--- config.mk ---
export PLATFORM = sky130hd
export DESIGN_NAME = mcu_serial_port
export DESIGN_NICKNAME = d
export VERILOG_FILES = /design/src/rtl/sp_pkg.sv /design/src/rtl/sp_rate_gen.sv /design/src/rtl/sp_tx.sv /design/src/rtl/sp_rx.sv /design/src/rtl/mcu_serial_port.sv
export SDC_FILE = /design/constraint.sdc
export NUM_CORES = 1
export LEC_CHECK = 0
export BUFFER_PORTS_ARGS = -buffer_cell sky130_fd_sc_hd__buf_2
export CORE_ASPECT_RATIO = 0.7
export CORE_MARGIN = 10
export CORE_UTILIZATION = 35
export DETAILED_ROUTE_END_ITERATION = 8
export GPL_TIMING_DRIVEN = 1
export SETUP_SLACK_MARGIN = 0.05
export SLEW_MARGIN = 20
export SYNTH_ARGS = -nofsm -noshare
export SYNTH_HDL_FRONTEND = slang
export SYNTH_HIERARCHICAL = 1
export SYNTH_SLANG_ARGS = --single-unit
--- constraint.sdc ---
create_clock -name clk -period 5.2 [get_ports clk]
set_input_delay 0.52 -clock clk [delete_from_list [all_inputs] [get_ports clk]]
set_output_delay 0.52 -clock clk [all_outputs]
set_load 0.05 [all_outputs]
--- src/rtl/sp_pkg.sv ---
package sp_pkg;
  typedef enum logic [1:0] {
    MODE_SHIFT = 2'b00,
    MODE_A8    = 2'b01,
    MODE_A9FIX = 2'b10,
    MODE_A9VAR = 2'b11
  } sp_mode_e;

  localparam int CB_REN = 4;
  localparam int CB_T9  = 3;
  localparam int CB_R9  = 2;
  localparam int CB_TF  = 1;
  localparam int CB_RF  = 0;
  localparam logic ADDR_CTRL = 1'b0;
  localparam logic ADDR_DATA = 1'b1;
endpackage

--- src/rtl/sp_rate_gen.sv ---
module sp_rate_gen
  import sp_pkg::*;
#(
  parameter int DIV0 = 12
) (
  input  logic     clk,
  input  logic     rst_n,
  input  sp_mode_e mode,
  input  logic     rate_hi,
  input  logic     timer_tick,
  input  logic     m0_restart,
  output logic     os_tick,
  output logic     m0_high,
  output logic     m0_rise,
  output logic     m0_end
);
  localparam int CW = $clog2(DIV0);

  logic [CW-1:0] cnt_q, cnt_d;
  logic [1:0]    div_q, div_d;

  always_comb begin
    if (m0_restart || cnt_q == CW'(DIV0-1)) cnt_d = '0;
    else                                    cnt_d = cnt_q + 1'b1;
    div_d = div_q + 1'b1;
  end

  always_ff @(posedge clk or negedge rst_n) begin
    if (!rst_n) begin
      cnt_q <= '0;
      div_q <= '0;
    end else begin
      cnt_q <= cnt_d;
      div_q <= div_d;
    end
  end

  assign m0_high = (cnt_q >= CW'(DIV0/2));
  assign m0_rise = (cnt_q == CW'(DIV0/2));
  assign m0_end  = (cnt_q == CW'(DIV0-1));
  assign os_tick = (mode == MODE_A9FIX) ? (rate_hi ? div_q[0] : &div_q) : timer_tick;
endmodule

--- src/rtl/sp_tx.sv ---
module sp_tx
  import sp_pkg::*;
#(
  parameter int DW  = 8,
  parameter int OVS = 16
) (
  input  logic          clk,
  input  logic          rst_n,
  input  sp_mode_e      mode,
  input  logic          load,
  input  logic [DW-1:0] din,
  input  logic          bit9,
  input  logic          os_tick,
  input  logic          m0_end,
  output logic          line,
  output logic          busy,
  output logic          m0_act,
  output logic          done
);
  localparam int FW = DW + 3;
  localparam int CW = $clog2(FW);
  localparam int SW = $clog2(OVS);

  logic [FW-1:0] sh_q, sh_d;
  logic [CW-1:0] bit_q, bit_d, last_q, last_d;
  logic [SW-1:0] sub_q, sub_d;
  logic          busy_q, busy_d, m0_q, m0_d;

  always_comb begin
    sh_d = sh_q; bit_d = bit_q; last_d = last_q; sub_d = sub_q;
    busy_d = busy_q; m0_d = m0_q; done = 1'b0;
    if (load && !busy_q) begin
      busy_d = 1'b1; bit_d = '0; sub_d = '0;
      m0_d = (mode == MODE_SHIFT);
      if (mode == MODE_SHIFT) begin
        sh_d   = {{3{1'b1}}, din};
        last_d = CW'(DW-1);
      end else begin
        sh_d   = {1'b1, (mode == MODE_A8) ? 1'b1 : bit9, din, 1'b0};
        last_d = (mode == MODE_A8) ? CW'(DW+1) : CW'(DW+2);
      end
    end else if (busy_q) begin
      if (m0_q) begin
        if (m0_end) begin
          if (bit_q == last_q) begin
            busy_d = 1'b0; done = 1'b1;
          end else begin
            sh_d = {1'b1, sh_q[FW-1:1]}; bit_d = bit_q + 1'b1;
          end
        end
      end else if (os_tick) begin
        if (sub_q == SW'(OVS-1)) begin
          sub_d = '0;
          if (bit_q == last_q) busy_d = 1'b0;
          else begin
            sh_d  = {1'b1, sh_q[FW-1:1]};
            bit_d = bit_q + 1'b1;
            if (bit_q + 1'b1 == last_q) done = 1'b1;
          end
        end else begin
          sub_d = sub_q + 1'b1;
        end
      end
    end
  end

  always_ff @(posedge clk or negedge rst_n) begin
    if (!rst_n) begin
      sh_q <= '1; bit_q <= '0; last_q <= '0; sub_q <= '0;
      busy_q <= 1'b0; m0_q <= 1'b0;
    end else begin
      sh_q <= sh_d; bit_q <= bit_d; last_q <= last_d; sub_q <= sub_d;
      busy_q <= busy_d; m0_q <= m0_d;
    end
  end

  assign line   = busy_q ? sh_q[0] : 1'b1;
  assign busy   = busy_q;
  assign m0_act = busy_q & m0_q;
endmodule

--- src/rtl/sp_rx.sv ---
module sp_rx
  import sp_pkg::*;
#(
  parameter int DW  = 8,
  parameter int OVS = 16
) (
  input  logic          clk,
  input  logic          rst_n,
  input  sp_mode_e      mode,
  input  logic          ren,
  input  logic          flag,
  input  logic          tx_busy,
  input  logic          rxd,
  input  logic          os_tick,
  input  logic          m0_rise,
  input  logic          m0_end,
  output logic          busy,
  output logic          m0_act,
  output logic          m0_start,
  output logic          store,
  output logic          r9_we,
  output logic [DW-1:0] data,
  output logic          bit9
);
  localparam int CW  = $clog2(DW + 3);
  localparam int SW  = $clog2(OVS);
  localparam int MID = OVS / 2;

  logic [DW:0]   sh_q, sh_d;
  logic [CW-1:0] bit_q, bit_d, last;
  logic [SW-1:0] sub_q, sub_d;
  logic          busy_q, busy_d, m0_q, m0_d;
  logic          s7_q, s7_d, s8_q, s8_d, prev_q;
  logic          nine, vote, finish;

  assign nine = (mode == MODE_A9FIX) || (mode == MODE_A9VAR);
  assign last = nine ? CW'(DW+2) : CW'(DW+1);
  assign vote = (s7_q & s8_q) | (s7_q & rxd) | (s8_q & rxd);

  always_comb begin
    sh_d = sh_q; bit_d = bit_q; sub_d = sub_q; busy_d = busy_q; m0_d = m0_q;
    s7_d = s7_q; s8_d = s8_q; m0_start = 1'b0; finish = 1'b0;
    if (!busy_q) begin
      if (mode == MODE_SHIFT) begin
        if (ren && !flag && !tx_busy) begin
          busy_d = 1'b1; m0_d = 1'b1; bit_d = '0; m0_start = 1'b1;
        end
      end else if (ren && prev_q && !rxd) begin
        busy_d = 1'b1; m0_d = 1'b0; bit_d = '0; sub_d = '0;
      end
    end else if (m0_q) begin
      if (m0_rise) sh_d[DW-1:0] = {rxd, sh_q[DW-1:1]};
      if (m0_end) begin
        if (bit_q == CW'(DW-1)) begin
          busy_d = 1'b0; finish = 1'b1;
        end else begin
          bit_d = bit_q + 1'b1;
        end
      end
    end else if (os_tick) begin
      sub_d = (sub_q == SW'(OVS-1)) ? '0 : sub_q + 1'b1;
      if (sub_q == SW'(OVS-1)) bit_d = bit_q + 1'b1;
      if (sub_q == SW'(MID-2)) s7_d = rxd;
      if (sub_q == SW'(MID-1)) s8_d = rxd;
      if (sub_q == SW'(MID)) begin
        if (bit_q == '0) begin
          if (vote) busy_d = 1'b0;
        end else if (bit_q <= CW'(DW)) begin
          sh_d[DW-1:0] = {vote, sh_q[DW-1:1]};
        end else if (bit_q != last) begin
          sh_d[DW] = vote;
        end else begin
          busy_d = 1'b0; finish = 1'b1;
        end
      end
    end
  end

  always_ff @(posedge clk or negedge rst_n) begin
    if (!rst_n) begin
      sh_q <= '0; bit_q <= '0; sub_q <= '0; busy_q <= 1'b0; m0_q <= 1'b0;
      s7_q <= 1'b1; s8_q <= 1'b1; prev_q <= 1'b1;
    end else begin
      sh_q <= sh_d; bit_q <= bit_d; sub_q <= sub_d; busy_q <= busy_d; m0_q <= m0_d;
      s7_q <= s7_d; s8_q <= s8_d; prev_q <= rxd;
    end
  end

  assign busy   = busy_q;
  assign m0_act = busy_q & m0_q;
  assign store  = finish & !flag;
  assign r9_we  = store & !m0_q;
  assign data   = sh_q[DW-1:0];
  assign bit9   = nine ? sh_q[DW] : vote;
endmodule

--- src/rtl/mcu_serial_port.sv ---
module mcu_serial_port
  import sp_pkg::*;
#(
  parameter int DW   = 8,
  parameter int OVS  = 16,
  parameter int DIV0 = 12
) (
  input  logic          clk,
  input  logic          rst_n,
  input  logic          bus_wr,
  input  logic          bus_addr,
  input  logic [DW-1:0] bus_wdata,
  output logic [DW-1:0] bus_rdata,
  input  logic          timer_tick,
  input  logic          rate_hi,
  input  logic          rxd_in,
  output logic          rxd_out,
  output logic          rxd_oe,
  output logic          txd
);
  logic [1:0] rsync_q;
  logic       rst_int_n;

  always_ff @(posedge clk or negedge rst_n) begin
    if (!rst_n) rsync_q <= '0;
    else        rsync_q <= {rsync_q[0], 1'b1};
  end
  assign rst_int_n = rsync_q[1];

  sp_mode_e      mode_q, mode_d;
  logic          ren_q, ren_d, t9_q, t9_d, r9_q, r9_d, tf_q, tf_d, rf_q, rf_d;
  logic [DW-1:0] rxbuf_q, rxbuf_d;
  logic [1:0]    sync_q;
  logic          wr_ctrl, wr_data, tx_load, m0_restart;
  logic          os_tick, m0_high, m0_rise, m0_end;
  logic          tx_line, tx_busy, tx_m0, tx_done;
  logic          rx_busy, rx_m0, rx_m0_start, rx_store, rx_r9_we, rx_bit9;
  logic [DW-1:0] rx_data;

  always_ff @(posedge clk or negedge rst_int_n) begin
    if (!rst_int_n) sync_q <= 2'b11;
    else            sync_q <= {sync_q[0], rxd_in};
  end

  assign wr_ctrl    = bus_wr && (bus_addr == ADDR_CTRL);
  assign wr_data    = bus_wr && (bus_addr == ADDR_DATA);
  assign tx_load    = wr_data && !rx_m0;
  assign m0_restart = (tx_load && !tx_busy && mode_q == MODE_SHIFT) || rx_m0_start;

  sp_rate_gen #(.DIV0(DIV0)) u_rate (
    .clk(clk), .rst_n(rst_int_n), .mode(mode_q), .rate_hi(rate_hi),
    .timer_tick(timer_tick), .m0_restart(m0_restart), .os_tick(os_tick),
    .m0_high(m0_high), .m0_rise(m0_rise), .m0_end(m0_end)
  );

  sp_tx #(.DW(DW), .OVS(OVS)) u_tx (
    .clk(clk), .rst_n(rst_int_n), .mode(mode_q), .load(tx_load), .din(bus_wdata),
    .bit9(t9_q), .os_tick(os_tick), .m0_end(m0_end), .line(tx_line),
    .busy(tx_busy), .m0_act(tx_m0), .done(tx_done)
  );

  sp_rx #(.DW(DW), .OVS(OVS)) u_rx (
    .clk(clk), .rst_n(rst_int_n), .mode(mode_q), .ren(ren_q), .flag(rf_q),
    .tx_busy(tx_busy), .rxd(sync_q[1]), .os_tick(os_tick), .m0_rise(m0_rise),
    .m0_end(m0_end), .busy(rx_busy), .m0_act(rx_m0), .m0_start(rx_m0_start),
    .store(rx_store), .r9_we(rx_r9_we), .data(rx_data), .bit9(rx_bit9)
  );

  always_comb begin
    mode_d = wr_ctrl ? sp_mode_e'(bus_wdata[7:6]) : mode_q;
    ren_d  = wr_ctrl ? bus_wdata[CB_REN] : ren_q;
    t9_d   = wr_ctrl ? bus_wdata[CB_T9]  : t9_q;
    if (rx_r9_we)     r9_d = rx_bit9;
    else if (wr_ctrl) r9_d = bus_wdata[CB_R9];
    else              r9_d = r9_q;
    if (tx_done)                         tf_d = 1'b1;
    else if (wr_ctrl && !bus_wdata[CB_TF]) tf_d = 1'b0;
    else                                 tf_d = tf_q;
    if (rx_store)                        rf_d = 1'b1;
    else if (wr_ctrl && !bus_wdata[CB_RF]) rf_d = 1'b0;
    else                                 rf_d = rf_q;
    rxbuf_d = rx_store ? rx_data : rxbuf_q;
  end

  always_ff @(posedge clk or negedge rst_int_n) begin
    if (!rst_int_n) begin
      mode_q <= MODE_SHIFT; ren_q <= 1'b0; t9_q <= 1'b0; r9_q <= 1'b0;
      tf_q <= 1'b0; rf_q <= 1'b0; rxbuf_q <= '0;
    end else begin
      mode_q <= mode_d; ren_q <= ren_d; t9_q <= t9_d; r9_q <= r9_d;
      tf_q <= tf_d; rf_q <= rf_d; rxbuf_q <= rxbuf_d;
    end
  end

  assign bus_rdata = (bus_addr == ADDR_DATA) ? rxbuf_q
                   : DW'({mode_q, 1'b0, ren_q, t9_q, r9_q, tf_q, rf_q});
  assign txd     = (mode_q == MODE_SHIFT) ? ((tx_m0 || rx_m0) ? m0_high : 1'b1) : tx_line;
  assign rxd_out = tx_m0 ? tx_line : 1'b1;
  assign rxd_oe  = tx_m0;
endmodule

==> out/summary.txt, run 1 <==
outcome - finished, final reports clean
Antenna Nets Post-Route - 0
TNS Setup - 0 ps
Setup WS pre-CTS - 1910 ps
Int Pwr - 1.54 mW
hold path cells - 1
Hold EP - sync_q[0]$_DFF_PN1_
# resized after CTS - 0
Avg WL per Cell - 15.6 µm
worst reg-to-reg setup slack - 1920 ps
register area share after synthesis - 0.453
H-tree depth - 3
Final Hold Viols - 0
vias in the first global route - 2,700
Synth top cells by count - 55 x dfrtp_1, 40 x nand2_1, 30 x mux2_2
Area growth syn-to-layout - 14.7%
PD cells - 499 mW/mm²
post-layout min period - 3280 ps
DR pass1 iterations - 4
clk_lat worst skew - 330 ps
maximum fanout along the worst path - 14
fraction of layout cells with a size suffix above 1 - 0.295
largest net degree at the start of global routing - 69
worst slew pin tran - 864 ps
Root Buffer - clkbuf_16
Reg2Reg Depth - 6
reg2reg end - rxbuf_q[2]$_DFFE_PN0P_
sw frac - 0.311
startpoint types - register
critical path class - register to register
Leakage - 2.07 nW
final net count - 400
relative slew slack - 0.424
GPL Wtd Cong - 0.888
Max Slew Vio Count - 0
Final period util - 0.631
CP arrival - 3500 ps
combinational share of power - 0.271
launching point of the worst reg2reg path - mode_q[1]$_DFFE_PN0P_
worst setup margin - 1920 ps
drt drc - 0
die height - 108 µm
top cells by area, synth - dfrtp_1 35%, dfstp_2 10%, mux2_2 8.7%, nand2_1 3.8%, mux2_4 3.5%
gr ovfl total - 0
core area - 0.0110 mm²
Async SR Flop Fraction - 1.00
final wirelength - 8.33 mm
DR iter-0 viols - 132
crit end category - register
Ys Warns - 6
FP Rows - 32
count leader, synth - dfrtp_1
Yosys top cell area share - 0.352
global-route wire length before repair - 14.0 mm
CTS buffer count - 9
Fmax - 305 MHz
# fillers - 1,075
Post-Synthesis Cells - 357
Flop pwr share - 0.373
Hold Crit Start - rxd_in
clk slew on worst S/H paths - 60 ps
Max VDD drop - 177 µV
Ports - 26
Max-Cap Viols - 0
maximum buffer depth of the clock tree - 2
port buffer count - 25
Synth area leader - dfrtp_1
GRT Util Overall - 0.110
#FFs+latches synth - 70
Most used DFF post-synth - dfrtp_1
RSZ-0062 raised after global routing - no
endpoints failing setup - 0
clk_skew - 7.68 ps
Num Clock Sinks - 70
DR vias - 2,690
hold crit path type - input port to register
Mapped Area - 0.00390 mm²
Synth Net Count - 382
Starting Density - 0.356
CP Data Required Time - 5410 ps
Switch Pwr - 0.695 mW
total die area - 0.0158 mm²
post-route cell area - 0.00448 mm²
DP Wirelength - 5.88 mm
CTS tree - yes
initial antenna violation count - 0
die width - 146 µm
Cell Area, Placed - 0.00408 mm²
synthesized area per cell - 10.9 µm²
EDFF count, synth - 0
vias per cell - 5.05
n_diodes - 0
count of cell types in the netlist - 64
clock power share - 0.355
[area by class of cell]
class / count / area [µm²] / area share
clock buffers: 9 / 225 / 0.0503
clock inverters: 7 / 160 / 0.0358
inverters: 17 / 63.8 / 0.0142
multi-input cells: 250 / 1920 / 0.430
flip-flops and latches: 70 / 1770 / 0.396
well taps: 153 / 191 / 0.0427
repair buffers: 27 / 143 / 0.0318
[cells by family after synthesis]
group / after synthesis / synth area share
AND/OR/NAND/NOR: 115 / 0.163
flip-flops: 70 / 0.453
AO/OA/AOI/OAI: 62 / 0.120
multiplexers: 52 / 0.154
buffers and inverters: 37 / 0.0538
adder cells (fa/ha/maj): 11 / 0.0346
XOR/XNOR: 9 / 0.0202
other: 1 / 0.000960
[timing repair]
| action | 4_1_cts | 5_1_grt |
|---|---|---|
| endpoints found under the hold margin | 2 | 0 |
| setup buffers | 0 | 0 |
| hold buffers | 1 | 0 |
[registers in the layout, indices dropped and copies added, names as in the netlist, 2 cells and up]
name          count
u_tx/sub_q        4
u_tx/sh_q        10
u_rate/cnt_q      4
u_tx/last_q       4
u_tx/bit_q        4
u_rx/sh_q         9
mode_q            2
u_rx/bit_q        4
u_rx/sub_q        4
u_rate/div_q      2
sync_q            2
rsync_q           2
rxbuf_q           8
[worst max-delay path by stage]
stage / startpoint / end / slack [ps] / depth (start not counted)
final: mode_q[1]$_DFFE_PN0P_ / rxbuf_q[2]$_DFFE_PN0P_ / 1920 / 6
after global routing: mode_q[1]$_DFFE_PN0P_ / rxbuf_q[2]$_DFFE_PN0P_ / 1610 / 6
after CTS: mode_q[1]$_DFFE_PN0P_ / rxbuf_q[2]$_DFFE_PN0P_ / 1880 / 6
after detailed placement: mode_q[1]$_DFFE_PN0P_ / rxbuf_q[2]$_DFFE_PN0P_ / 1910 / 6
after global placement: rate_hi / rxbuf_q[1]$_DFFE_PN0P_ / 2100 / 7
after floorplan: mode_q[0]$_DFFE_PN0P_ / rxbuf_q[0]$_DFFE_PN0P_ / 2630 / 7
[power by group through the flow]
stage	Sequential (mW)	Clock (mW)	Combinational (mW)
after floorplan	0.798	0	0.529
after global placement	0.835	0	0.596
after detailed placement	0.840	0	0.608
after CTS	0.833	0.813	0.612
after global routing	0.856	0.839	0.681
final	0.835	0.794	0.607
[worst max-delay path, cell delays in order, from the launching register on]
cell	delay, ps
dfrtp_1	630
nand2b_1	130
o21ai_0	500
nand4b_1	260
or4_4	480
a221oi_2	750
mux2_2	420
[cells in the final DEF, fill, tap and decap left out, types with 10 or more instances in the layout]
cell / instances
o21ai_0: 19
mux2_2: 30
dfrtp_1: 54
buf_2: 25
dfstp_2: 15
nand2_1: 40
nor2_1: 12
mux2i_1: 13
inv_1: 16
ha_1: 10
nand3_1: 11
[through the flow]
step / total power, mW / utilization / cells / hold slack [ps]
floorplan: 1.33 / - / 357 / 224
global placement: 1.43 / 0.372 / 516 / 306
detailed placement: 1.45 / 0.372 / 516 / 309
CTS: 2.26 / 0.408 / 533 / 270
global route: 2.38 / 0.408 / 533 / 261
finish: 2.23 / 0.408 / 533 / 285
[metal layers]
| layer | wire (µm) | global-route usage | vias to the layer above |
|---|---|---|---|
| li1 | - | - | 1309 |
| met2 | 3730 | 0.167 | 43 |
| met4 | 65 | 0.0313 | 0 |
| met5 | 0 | 0 | - |
| met3 | 390 | 0.0413 | 6 |
| met1 | 4150 | 0.144 | 1332 |
(Power assumes the default switching activity.)
==> inputs of run 2 (changes only) <==
--- a/config.mk
+++ b/config.mk
@@ -5,6 +5,7 @@
 export SDC_FILE = /design/constraint.sdc
 export NUM_CORES = 1
 export LEC_CHECK = 0
+export ABC_AREA = 1
 export BUFFER_PORTS_ARGS = -buffer_cell sky130_fd_sc_hd__buf_2
 export CORE_ASPECT_RATIO = 0.7
 export CORE_MARGIN = 10
==> constraint.sdc (replaced) <==
create_clock -name clk -period 2.8 [get_ports clk]
set_input_delay 0.28 -clock clk [delete_from_list [all_inputs] [get_ports clk]]
set_output_delay 0.28 -clock clk [all_outputs]
set_load 0.05 [all_outputs]
==> run 2 against run 1 <==
Clock skew decreased by 1.2 ps. Non-clock buffer count is 3 higher. First-iteration DRC count grew 100%. Utilization up 0.11 points. Critical path depth rose by 11. Final area rose by 1.7%. Synthesized cell count is 49% higher. Clock power is 42% higher. Global-route usage is 0.84 points higher.
==> out/summary.txt, run 2 <==
startpoint types - register
clk_skew - 6.46 ps
Max Slew Vio Count - 0
Post-Synthesis Cells - 532
commonest non-fill, non-tap cell in the layout - nand2_1
Starting Density - 0.361
Antenna Nets Post-Route - 0
die height - 110 µm
Ys Warns - 6
count of cell types in the netlist - 40
crit end category - register
most used cell, CP - nand2_1
DR vias - 3,339
Synth top cells by count - 187 x nand2_1, 61 x inv_1, 60 x nand3_1
DR iter-0 viols - 267
Leakage - 2.33 nW
Num Clock Sinks - 70
Cell Area, Placed - 0.00425 mm²
H-tree depth - 3
hold crit path type - input port to register
port buffer count - 25
# resized after CTS - 0
FF+latch area - 0.00177 mm²
DP Wirelength - 6.87 mm
vias in the first global route - 3,236
worst hold margin - 45.8 ps
Max VDD drop - 526 µV
# fillers - 1,157
critical path class - register to register
Top reg by flops - u_tx/sh_q
Area growth syn-to-layout - 13.4%
CTS tree - yes
clk slew on worst S/H paths - 60 ps
total die area - 0.0162 mm²
worst setup margin - 642 ps
Ports - 26
maximum fanout along the worst path - 15
synthesized area per cell - 7.55 µm²
Async SR Flop Fraction - 1.00
Mapped Area - 0.00402 mm²
largest net degree at the start of global routing - 39
critical path's top delay family - simple AND/OR/NAND/NOR gates
drt drc - 0
Avg WL per Cell - 12.8 µm
post-route cell area - 0.00456 mm²
core area - 0.0111 mm²
GPL Wtd Cong - 0.872
Final period util - 0.771
#FFs+latches synth - 70
Multi-input gate area - 0.00184 mm²
CP Data Required Time - 3030 ps
outcome - finished, final reports clean
CP arrival - 2390 ps
Final Hold Viols - 0
GRT Util Overall - 0.118
CTS buffer count - 9
die width - 148 µm
initial antenna violation count - 0
RSZ-0062 raised after global routing - no
worst slew pin tran - 710 ps
most frequent cells in the layout - 187 x nand2_1, 61 x inv_1, 60 x nand3_1, 54 x dfrtp_1, 30 x nor2_1
Max-Cap Viols - 0
final wirelength - 9.17 mm
n_diodes - 0
FP Rows - 32
Synth area leader - dfrtp_1
fraction of layout cells with a size suffix above 1 - 0.176
count leader, synth - nand2_1
gr ovfl total - 0
vias per cell - 4.68
Synth Net Count - 557
endpoints failing setup - 0
TNS Setup - 0 ps
Setup Fix Bufs, Post-CTS - 0
PD cells - 995 mW/mm²
EDFF count, synth - 0
cts hold-fix bufs - 1
worst path buffer plus inverter count - 5
Root Buffer - clkbuf_16
Yosys top cell area share - 0.342
CP max stage cell - dfrtp_1
largest registers - u_tx/sh_q: 10 flops, u_rx/sh_q: 9 flops, rxbuf_q: 8 flops
Setup WS pre-CTS - 712 ps
post-layout min period - 2160 ps
slowest cell delay on critical path - 510 ps
global-route wire length before repair - 15.6 mm
clk_lat worst skew - 330 ps
Most used DFF post-synth - dfrtp_1
relative slew slack - 0.527
critical-path cell list - inv_1, nor2_1, nand2_1, o21ai_0, buf_4, nand2_1, nor2_2, nand2_1, a21oi_2, buf_4, nand2_1, inv_1, inv_1, nand2_1, nand2_1, nand2_1, nand2_1
register area share after synthesis - 0.441
number of flip-flops in the largest register - 10
top cells by area, synth - dfrtp_1 34%, nand2_1 17%, dfstp_2 9.8%, nand3_1 7.5%, inv_1 5.7%
Fmax - 463 MHz
DR pass1 iterations - 5
final net count - 581
maximum buffer depth of the clock tree - 2
total power - 4.54 mW
run 2: worst paths after layout:
path                                            start                       end  slack (ps)  depth (start not counted)
worst min-delay path                           rxd_in       sync_q[0]$_DFF_PN1_          50                          1
worst min register to register   rsync_q[1]$_DFF_PN0_  u_rx/sh_q[3]$_DFFE_PN0P_         320                          0
max in group asynchronous        rsync_q[1]$_DFF_PN0_  u_tx/sh_q[1]$_DFFE_PN1P_        1750                          1
worst max-delay path            mode_q[1]$_DFFE_PN0P_          r9_q$_DFFE_PN0P_         640                         17
worst max register to register  mode_q[1]$_DFFE_PN0P_          r9_q$_DFFE_PN0P_         640                         17
min in group asynchronous                       rst_n      rsync_q[1]$_DFF_PN0_         250                          2
run 2: per-stage QoR:
step	utilization	cells
3_5_place_dp	0.382	697
6_report	0.409	714
2_1_floorplan	-	532
5_1_grt	0.409	714
3_3_place_gp	0.382	697
4_1_cts	0.409	714
run 2: area by class of cell:
| type | count | area share |
|---|---|---|
| Multi-Input combinational cell | 373 | 0.404 |
| Tap cell | 153 | 0.0420 |
| Sequential cell | 70 | 0.389 |
| Timing Repair Buffer | 30 | 0.0390 |
| Clock inverter | 3 | 0.00988 |
| Inverter | 72 | 0.0610 |
| Clock buffer | 13 | 0.0549 |
run 2: power by group:
| part | switching (mW) | total (mW) | internal (mW) |
|---|---|---|---|
| Clock | 0.414 | 1.13 | 0.714 |
| Combinational | 1.14 | 1.71 | 0.569 |
| Sequential | 0.327 | 1.69 | 1.37 |
| Total | 1.89 | 4.54 | 2.65 |
run 2: metal layers:
metal  vias up  share of wire  global-route usage
met3        13          0.043              0.0374
met1      1557           0.51               0.160
li1       1707              -                   -
met2        62           0.43               0.175
met5         -              0                   0
met4         0          0.015              0.0402
run 2: kinds of logic (layout without fill, tap and decap cells):
group           count (synthesis)  after routing  synth area share
flops                          70             70             0.441
buf+inv                        89            118             0.101
fa+ha+maj                      10             10            0.0311
other cells                     1              1          0.000933
simple gates                  304            304             0.341
compound gates                 56             56            0.0816
xor+xnor                        2              2           0.00436
==> inputs of run 3 (changes only) <==
--- a/config.mk
+++ b/config.mk
@@ -5,7 +5,7 @@
 export SDC_FILE = /design/constraint.sdc
 export NUM_CORES = 1
 export LEC_CHECK = 0
-export ABC_AREA = 1
+export ABC_AREA = 0
 export BUFFER_PORTS_ARGS = -buffer_cell sky130_fd_sc_hd__buf_2
 export CORE_ASPECT_RATIO = 0.7
 export CORE_MARGIN = 10
==> constraint.sdc (replaced) <==
create_clock -name clk -period 1.8 [get_ports clk]
set_input_delay 0.18 -clock clk [delete_from_list [all_inputs] [get_ports clk]]
set_output_delay 0.18 -clock clk [all_outputs]
set_load 0.05 [all_outputs]
==> run 3 against run 2 <==
The flow now finishes with violations (negative setup slack). Die area fell by 2.4%. Sequential cell count stayed put. Setup slack got worse by 1200 ps. Maximum frequency shrank 9.6%. Combinational power increased by 58%. Non-clock buffer count up 63. Routed wire length rose by 4.6%. Final cell count shrank 16%. Via count is 12% lower. Clock skew is 2.6 ps higher. Global-route usage up 0.14 points.
==> out/summary.txt, run 3 (synthesis gave the netlist of run 1 again) <==
Avg WL per Cell - 16.0 µm
Num Clock Sinks - 70
die width - 146 µm
crit end category - register
CP startpoint - u_rate/div_q[0]$_DFF_PN0_
core area - 0.0110 mm²
number of flip-flops in the largest register - 10
maximum buffer depth of the clock tree - 2
most frequent cells in the layout - 54 x buf_4, 52 x dfrtp_1, 37 x nand2_1, 23 x buf_2, 21 x mux2_4
outcome - finished with violations
endpoints failing setup - 40
DP Wirelength - 6.74 mm
n_diodes - 0
clk slew on worst S/H paths - 60 ps
GRT Util Overall - 0.120
Final period util - 1.33
vias in the first global route - 2,994
DR iter-0 viols - 210
FP Rows - 32
worst setup margin - -586 ps
# fillers - 1,031
launching point of the worst reg2reg path - u_rate/div_q[0]$_DFF_PN0_
DR vias - 2,936
total die area - 0.0158 mm²
Post-Route M1 WL - 4.80 mm
initial antenna violation count - 0
post-layout min period - 2390 ps
largest registers - u_tx/sh_q: 10 flops, u_rx/sh_q: 9 flops, rxbuf_q: 8 flops
maximum fanout along the worst path - 9
CTS buffer count - 9
H-tree depth - 3
die height - 108 µm
Fmax - 419 MHz
startpoint types - register
largest net degree at the start of global routing - 25
Final Hold Viols - 0
critical path class - register to register
final net count - 466
final wirelength - 9.59 mm
CP arrival - 2600 ps
Ports - 26
CP max stage cell - or4_4
CP Data Required Time - 2020 ps
critical path's top delay family - simple AND/OR/NAND/NOR gates
Setup WS pre-CTS - -562 ps
critical-path cell list - ha_2, mux2i_4, o21ai_4, nand4b_1, or4_4, a221oi_2, buf_4, mux2_2
fraction of layout cells with a size suffix above 1 - 0.453
PD cells - 1310 mW/mm²
GPL Wtd Cong - 0.857
CTS tree - yes
Root Buffer - clkbuf_16
Area growth syn-to-layout - 33.4%
RSZ-0062 raised after global routing - yes
Max Slew Vio Count - 0
hold crit path type - input port to register
global-route wire length before repair - 15.3 mm
DR pass1 iterations - 4
worst hold margin - 119 ps
slowest cell delay on critical path - 480 ps
Antenna Nets Post-Route - 0
Max-Cap Viols - 0
commonest non-fill, non-tap cell in the layout - buf_4
met3 routed WL - 516 µm
drt drc - 0
Hold Crit Start - bus_wdata[3]
port buffer count - 25
Starting Density - 0.356
Top reg by flops - u_tx/sh_q
Max VDD drop - 551 µV
vias per cell - 4.90
worst path buffer plus inverter count - 1
Leakage - 2.45 nW
metal2 WL - 4.19 mm
top layer in use - met4
clk_skew - 9.01 ps
clk_lat worst skew - 340 ps
failing checks - negative setup slack
gr ovfl total - 0
## run 3: report_power, final
part / leakage [nW] / internal (mW) / switching [mW]
clock network: 0.151 / 1.16 / 0.689
registers: 0.837 / 2.00 / 0.290
logic: 1.46 / 1.40 / 1.31
total: 2.45 / 4.56 / 2.29
## run 3: path summary, 6_finish.rpt
| path | slack (ps) | depth (start not counted) | endpoint |
|---|---|---|---|
| max | -590 | 8 | rxbuf_q[7]$_DFFE_PN0P_ |
| min | 120 | 2 | t9_q$_DFFE_PN0P_ |
| max reg2reg | -590 | 8 | rxbuf_q[7]$_DFFE_PN0P_ |
| min reg2reg | 230 | 0 | u_rx/sub_q[3]$_DFFE_PN0P_ |
| max in group asynchronous | 990 | 1 | u_tx/sh_q[9]$_DFFE_PN1P_ |
| min in group asynchronous | 160 | 2 | rsync_q[0]$_DFF_PN0_ |
## run 3: final cells by class
type | count | area (µm²) | share of cell area
Multi-Input combinational cell | 250 | 2120 | 0.407
Sequential cell | 70 | 1770 | 0.341
Timing Repair Buffer | 93 | 747 | 0.143
Clock buffer | 11 | 254 | 0.0488
Tap cell | 153 | 191 | 0.0368
Inverter | 17 | 66.3 | 0.0127
Clock inverter | 5 | 56.3 | 0.0108
## run 3: timing repair
action,4_1_cts,5_1_grt
hold buffers,2,0
gates resized for setup,23,29
pin swaps,5,9
setup buffers,9,6
endpoints found under the hold margin,3,0
endpoints found under the setup margin,41,48
cloned,0,1
## run 3: metal layers
| layer | GRT usage | vias up |
|---|---|---|
| met5 | 0 | - |
| met4 | 0.0349 | 0 |
| met3 | 0.0363 | 8 |
| met2 | 0.179 | 69 |
| met1 | 0.164 | 1429 |
| li1 | - | 1430 |
## run 3: per-stage QoR
step	cells	instance area [µm²]	TNS [ps]	power [mW]	util
floorplan	357	3950	-5380	3.90	-
global placement	566	4550	-8880	4.58	0.414
detailed placement	566	4550	-10670	4.66	0.414
CTS	592	5030	-10290	6.72	0.458
global route	599	5210	-18520	7.27	0.475
finish	599	5210	-14960	6.85	0.475
